`src/rtl/pdm_edge_pkg.sv`:
```
package pdm_edge_pkg;
  localparam int unsigned CFG_W      = 32;
  localparam int unsigned RUN_BIT    = 31;
  localparam int unsigned RSTN_LSB   = 8;
  localparam int unsigned SYNC_DEPTH = 2;
endpackage

```
`src/rtl/pdm_cfg_regs.sv`:
```
module pdm_cfg_regs #(
  parameter int unsigned NUM_CH = 8,
  parameter int unsigned PTR_W  = 8,
  parameter int unsigned CFG_W  = 32,
  parameter int unsigned AW     = 2
) (
  input  logic                          clk_i,
  input  logic                          rst_ni,
  input  logic                          we_i,
  input  logic [AW-1:0]                 addr_i,
  input  logic [CFG_W-1:0]              wdata_i,
  output logic                          run_o,
  output logic [NUM_CH-1:0]             ch_en_o,
  output logic [NUM_CH-1:0]             ch_rstn_o,
  output logic [NUM_CH-1:0][PTR_W-1:0]  ptr_o,
  output logic [PTR_W-1:0]              half_o
);
  import pdm_edge_pkg::*;

  localparam int unsigned PER_WORD = CFG_W / PTR_W;
  localparam int unsigned WORDS    = (NUM_CH + PER_WORD - 1) / PER_WORD;
  localparam int unsigned DIV_ADDR = WORDS + 1;

  always_ff @(posedge clk_i or negedge rst_ni) begin
    if (!rst_ni) begin
      run_o     <= 1'b0;
      ch_en_o   <= '0;
      ch_rstn_o <= '0;
      half_o    <= '0;
    end else if (we_i) begin
      if (addr_i == '0) begin
        run_o     <= wdata_i[RUN_BIT];
        ch_en_o   <= wdata_i[NUM_CH-1:0];
        ch_rstn_o <= wdata_i[RSTN_LSB +: NUM_CH];
      end
      if (addr_i == AW'(DIV_ADDR)) half_o <= wdata_i[PTR_W-1:0];
    end
  end

  // pointer words: channel c sits in word c/PER_WORD, slot c%PER_WORD
  always_ff @(posedge clk_i or negedge rst_ni) begin
    if (!rst_ni) begin
      ptr_o <= '0;
    end else if (we_i) begin
      for (int c = 0; c < NUM_CH; c++) begin
        if (addr_i == AW'(1 + c / PER_WORD))
          ptr_o[c] <= wdata_i[(c % PER_WORD) * PTR_W +: PTR_W];
      end
    end
  end
endmodule

```
`src/rtl/pdm_bclk_gen.sv`:
```
module pdm_bclk_gen #(
  parameter int unsigned PTR_W = 8,
  parameter int unsigned SYNC  = 2
) (
  input  logic             clk_i,
  input  logic             rst_ni,
  input  logic             run_i,
  input  logic [PTR_W-1:0] half_i,
  output logic             bclk_o,
  output logic             rise_o,
  output logic             fall_o
);
  logic [PTR_W-1:0] div_cnt;
  logic [SYNC:0]    sh;
  logic             wrap;

  assign wrap = ({1'b0, div_cnt} + {{PTR_W{1'b0}}, 1'b1}) >= {1'b0, half_i};

  always_ff @(posedge clk_i or negedge rst_ni) begin
    if (!rst_ni) begin
      div_cnt <= '0;
      bclk_o  <= 1'b0;
    end else if (!run_i) begin
      div_cnt <= '0;
      bclk_o  <= 1'b0;
    end else if (wrap) begin
      div_cnt <= '0;
      bclk_o  <= ~bclk_o;
    end else begin
      div_cnt <= div_cnt + 1'b1;
    end
  end

  // clock returns through a synchronizer, last stage kept for edge detect
  always_ff @(posedge clk_i or negedge rst_ni) begin
    if (!rst_ni) sh <= '0;
    else         sh <= {sh[SYNC-1:0], bclk_o};
  end

  assign rise_o =  sh[SYNC-1] & ~sh[SYNC];
  assign fall_o = ~sh[SYNC-1] &  sh[SYNC];
endmodule

```
`src/rtl/pdm_chan.sv`:
```
module pdm_chan #(
  parameter int unsigned PTR_W = 8,
  parameter bit          ODD   = 1'b0
) (
  input  logic             clk_i,
  input  logic             rst_ni,
  input  logic             run_i,
  input  logic             en_i,
  input  logic             rstn_i,
  input  logic [PTR_W-1:0] ptr_i,
  input  logic             rise_i,
  input  logic             fall_i,
  input  logic             dat_i,
  output logic             smp_o,
  output logic             vld_o
);
  logic [PTR_W-1:0] cnt;
  logic             armed;
  logic             own_edge;
  logic             hit;

  assign own_edge = ODD ? fall_i : rise_i;
  // compare uses the count before any restart in this cycle
  assign hit = run_i && rstn_i && en_i && armed &&
               (cnt == ptr_i) && (cnt != '1);

  always_ff @(posedge clk_i or negedge rst_ni) begin
    if (!rst_ni) begin
      cnt   <= '1;
      armed <= 1'b0;
    end else if (!run_i || !rstn_i) begin
      cnt   <= '1;
      armed <= 1'b0;
    end else if (rise_i || fall_i) begin
      cnt   <= '0;
      armed <= own_edge;
    end else if (cnt != '1) begin
      cnt   <= cnt + 1'b1;
    end
  end

  always_ff @(posedge clk_i or negedge rst_ni) begin
    if (!rst_ni) begin
      smp_o <= 1'b0;
      vld_o <= 1'b0;
    end else begin
      vld_o <= hit;
      if (!rstn_i)  smp_o <= 1'b0;
      else if (hit) smp_o <= dat_i;
    end
  end
endmodule

```
`src/rtl/pdm_edge_sampler.sv`:
```
module pdm_edge_sampler #(
  parameter int unsigned NUM_CH = 8,
  parameter int unsigned PTR_W  = 8,
  localparam int unsigned LINES    = (NUM_CH + 1) / 2,
  localparam int unsigned PER_WORD = pdm_edge_pkg::CFG_W / PTR_W,
  localparam int unsigned WORDS    = (NUM_CH + PER_WORD - 1) / PER_WORD,
  localparam int unsigned AW       = $clog2(WORDS + 2)
) (
  input  logic                          clk_i,
  input  logic                          rst_ni,
  input  logic                          cfg_we_i,
  input  logic [AW-1:0]                 cfg_addr_i,
  input  logic [pdm_edge_pkg::CFG_W-1:0] cfg_wdata_i,
  output logic                          pdm_clk_o,
  input  logic [LINES-1:0]              pdm_dat_i,
  output logic [NUM_CH-1:0]             smp_o,
  output logic [NUM_CH-1:0]             smp_vld_o
);
  import pdm_edge_pkg::*;

  logic                         run;
  logic [NUM_CH-1:0]            ch_en;
  logic [NUM_CH-1:0]            ch_rstn;
  logic [NUM_CH-1:0][PTR_W-1:0] ptr;
  logic [PTR_W-1:0]             half;
  logic                         rise;
  logic                         fall;

  pdm_cfg_regs #(
    .NUM_CH(NUM_CH), .PTR_W(PTR_W), .CFG_W(CFG_W), .AW(AW)
  ) u_cfg (
    .clk_i, .rst_ni,
    .we_i(cfg_we_i), .addr_i(cfg_addr_i), .wdata_i(cfg_wdata_i),
    .run_o(run), .ch_en_o(ch_en), .ch_rstn_o(ch_rstn),
    .ptr_o(ptr), .half_o(half)
  );

  pdm_bclk_gen #(.PTR_W(PTR_W), .SYNC(SYNC_DEPTH)) u_bclk (
    .clk_i, .rst_ni, .run_i(run), .half_i(half),
    .bclk_o(pdm_clk_o), .rise_o(rise), .fall_o(fall)
  );

  for (genvar i = 0; i < NUM_CH; i++) begin : g_ch
    pdm_chan #(.PTR_W(PTR_W), .ODD(i % 2)) u_ch (
      .clk_i, .rst_ni,
      .run_i(run), .en_i(ch_en[i]), .rstn_i(ch_rstn[i]), .ptr_i(ptr[i]),
      .rise_i(rise), .fall_i(fall), .dat_i(pdm_dat_i[i/2]),
      .smp_o(smp_o[i]), .vld_o(smp_vld_o[i])
    );
  end
endmodule

```
`config.mk`:
```
export PLATFORM = sky130hd
export DESIGN_NAME = pdm_edge_sampler
export DESIGN_NICKNAME = d
export VERILOG_FILES = /design/src/rtl/pdm_edge_pkg.sv /design/src/rtl/pdm_cfg_regs.sv /design/src/rtl/pdm_bclk_gen.sv /design/src/rtl/pdm_chan.sv /design/src/rtl/pdm_edge_sampler.sv
export SDC_FILE = /design/constraint.sdc
export NUM_CORES = 1
export LEC_CHECK = 0
export ABC_AREA = 1
export BUFFER_PORTS_ARGS = -buffer_cell sky130_fd_sc_hd__buf_2
export CAP_MARGIN = 20
export CORE_UTILIZATION = 60
export CTS_CLUSTER_SIZE = 16
export DETAILED_ROUTE_END_ITERATION = 16
export MAX_ROUTING_LAYER = met4
export PLACE_DENSITY = 0.83
export SYNTH_ARGS = -nofsm -noshare
export SYNTH_HDL_FRONTEND = slang
export SYNTH_SLANG_ARGS = --single-unit
```
`constraint.sdc`:
```
create_clock -name clk_i -period 5.1 [get_ports clk_i]
set_clock_uncertainty 0.2 [all_clocks]
set_input_delay 0.255 -clock clk_i [delete_from_list [all_inputs] [get_ports clk_i]]
set_output_delay 0.255 -clock clk_i [all_outputs]
set_load 0.02 [all_outputs]
```
==> results.json <==
{
  "outcome": "complete, no violations",
  "cp-start-kind": "flop",
  "maxCapViolations": 0,
  "ioPinCount": 58,
  "viasPerCell": 5.43,
  "num_vias": 8690,
  "dp_hpwl_mm": 16.1,
  "synth_most_common_cell": "nand2_1",
  "drt-initial-drc-count": 815,
  "fillers": 1277,
  "clk_latency_ns": 0.44,
  "grt_max_degree": 143,
  "overflow": 0,
  "worst_slew_pin_slew_ns": 1.05,
  "critical_path_class": "flop to flop",
  "cts-buffers-inserted": 17,
  "p_leak_uw": 0.00613,
  "setup_viol": 0,
  "drive_gt1_share_pct": 16.4,
  "finalWeightedCongestion": 0.936,
  "multiInputGateArea_um2": 4290,
  "seqCellArea_um2": 4810,
  "clk_pin_slew_ns": 0.06,
  "synth_area_leaders": "dfrtp_1, dfstp_2, nand2_1",
  "slowest_stage": "inv_1",
  "cts.path.max_buffers": 2,
  "vdd_drop_max_uv": 289,
  "wl_mm": 23.7,
  "initial_core_util_pct": 61.2,
  "power.density_nw_per_um2": 446,
  "async_flop_share_pct": 100,
  "grt_pass1_wl_mm": 40.4,
  "syn_inst": 1295,
  "p_total_uw": 5090,
  "syn_to_final_growth_pct": 12.9,
  "crit_required_ns": 5.25,
  "final_nets": 1425,
  "slew_violations": 0,
  "yosysTopAreaCellShare_pct": 30.9,
  "netlist_area_um2": 10100,
  "rsz0062_at_grt": "false",
  "die_h_um": 132,
  "yosys_warnings": 0,
  "critical-path-top-delay-family": "buffers and inverters",
  "path_buf_inv": 2,
  "cts_hold_buf": 30,
  "slew_headroom_pct": 29.8,
  "min_period_over_period_pct": 44.9,
  "h-tree-depth": 4,
  "path_cells": "inv_1, ha_2, inv_1, nor2_2, nor2_2, o21ai_0",
  "grt_pass1_vias": 8477,
  "min-delay-path-class": "input pin to flop",
  "timing.final.crit_period_ns": 2.29,
  "endpoint_kind": "flop",
  "yosysTopAreaCell": "dfrtp_1",
  "synth.ff_latch_count": 189,
  "synth_edf_count": 0,
  "cts_resized": 0,
  "setup_tns_ns": 0,
  "core_um2": 16500,
  "die_area_um2": 17400,
  "cts_tree": "yes",
  "cts-root-buf": "clkbuf_16",
  "gr-usage-all-layers_pct": 30.1,
  "finalHoldViolations": 0,
  "fmax_ghz": 0.437,
  "rows": 47,
  "drcViolationCount": 0,
  "yosysSeqAreaShare_pct": 47.6,
  "io_buffer_count": 57,
  "cpPeakStageDelay_ns": 0.76,
  "antenna_left": 0,
  "cts_num_sinks": 189,
  "post-cts-setup-buffer-count": 0,
  "antenna_found_initial": 1,
  "arrival_ns": 2.43,
  "drt-pass1-iter-count": 7,
  "post_synth.cell_area_avg_um2": 7.81,
  "post_synth_num_cell_types": 41,
  "synth_common_cells": "nand2_1, inv_1, dfrtp_1, o21ai_0, nand3_1",
  "synth_nets": 1355,
  "die_w_um": 132,
  "cp_max_fo": 30,
  "wl_per_cell_um": 14.8,
  "synth_ff_type": "dfrtp_1"
}
-- cells in the final DEF, fill, tap and decap left out, types with 16 or more instances in the layout --
cell type      instances
nand4_1               30
o21ai_0              111
dfstp_2               64
clkbuf_16             17
nand2_1              360
dlygate4sd3_1         30
xnor2_1               16
dfrtp_1              125
ha_1                  18
a21oi_1               29
inv_1                197
nor3_1                17
nand3_1               86
buf_2                 56
nor2_1                83
-- registers in the layout (all words and copies together) (netlist names) --
register,cells
u_cfg.run_o,1
u_cfg.half_o,8
u_cfg.ch_rstn_o,8
u_cfg.ptr_o,64
u_bclk.bclk_o,1
g_ch.u_ch.smp_o,8
u_cfg.ch_en_o,8
u_bclk.sh,3
g_ch.u_ch.cnt,64
g_ch.u_ch.armed,8
g_ch.u_ch.vld_o,8
u_bclk.div_cnt,8
-- stage by stage --
stage	instances	hold slack [ns]	instance area, µm²	util, %	worst slack [ns]
after floorplan	1295	-0.241	10100	-	3.03
after global placement	1533	0.184	10500	63.4	2.87
after detailed placement	1533	0.195	10500	63.4	2.80
after CTS	1595	0.00179	11300	68.6	2.82
after global routing	1599	0.0276	11400	69.1	2.65
final	1599	0.00380	11400	69.1	2.81
-- worst paths after layout --
check	slack, ns	to	from	cells after the start
worst max-delay path	2.81	g_ch[1].u_ch.cnt[2]$_DFFE_PN1P_	u_bclk.sh[1]$_DFF_PN0_	6
min in group asynchronous	0.11	g_ch[1].u_ch.smp_o$_DFFE_PN0P_	rst_ni	2
max in group asynchronous	3.65	u_cfg.ptr_o[34]$_DFFE_PN0P_	rst_ni	3
worst min register to register	0.21	u_bclk.sh[2]$_DFF_PN0_	u_bclk.sh[1]$_DFF_PN0_	0
worst max register to register	2.81	g_ch[1].u_ch.cnt[2]$_DFFE_PN1P_	u_bclk.sh[1]$_DFF_PN0_	6
worst min-delay path	0.004	g_ch[7].u_ch.smp_o$_DFFE_PN0P_	pdm_dat_i[3]	5
-- worst reg2reg max path, stage by stage (launching register included) --
cell and delay (ns):
dfrtp_1 0.39, inv_1 0.07, ha_2 0.27, inv_1 0.76
nor2_2 0.13, nor2_2 0.24, o21ai_0 0.14
-- where the power goes --
part | switching [µW] | internal (µW)
clock | 571 | 700
combinational | 1180 | 584
sequential | 257 | 1800
total | 2010 | 3080
-- final cells by class --
class / instances / area share (%)
Sequential cell: 189 / 42.1
Clock inverter: 9 / 0.767
Multi-Input combinational cell: 855 / 37.6
Timing Repair Buffer: 93 / 6.12
Clock buffer: 23 / 4.10
Tap cell: 220 / 2.41
Inverter: 209 / 6.91
Antenna cell: 1 / 0.0219
-- cell families after synthesis --
kind of cell	after synthesis	share of synthesized area [%]
and+or+nand+nor	644	29.2
buffers and inverters	251	10.1
DFF	189	47.6
AOI/OAI and AO/OA	172	9.04
xor gates and xnor gates	20	1.73
adders and majority gates	19	2.35
-- metal layers --
metal	GRT usage (%)	up-vias	wire (µm)
li1	-	4250	-
met1	37.7	4100	10300
met2	47.8	270	11400
met3	5.96	70	1210
met4	12.4	0	767
met5	-	-	0
(Power assumes the default switching activity.)
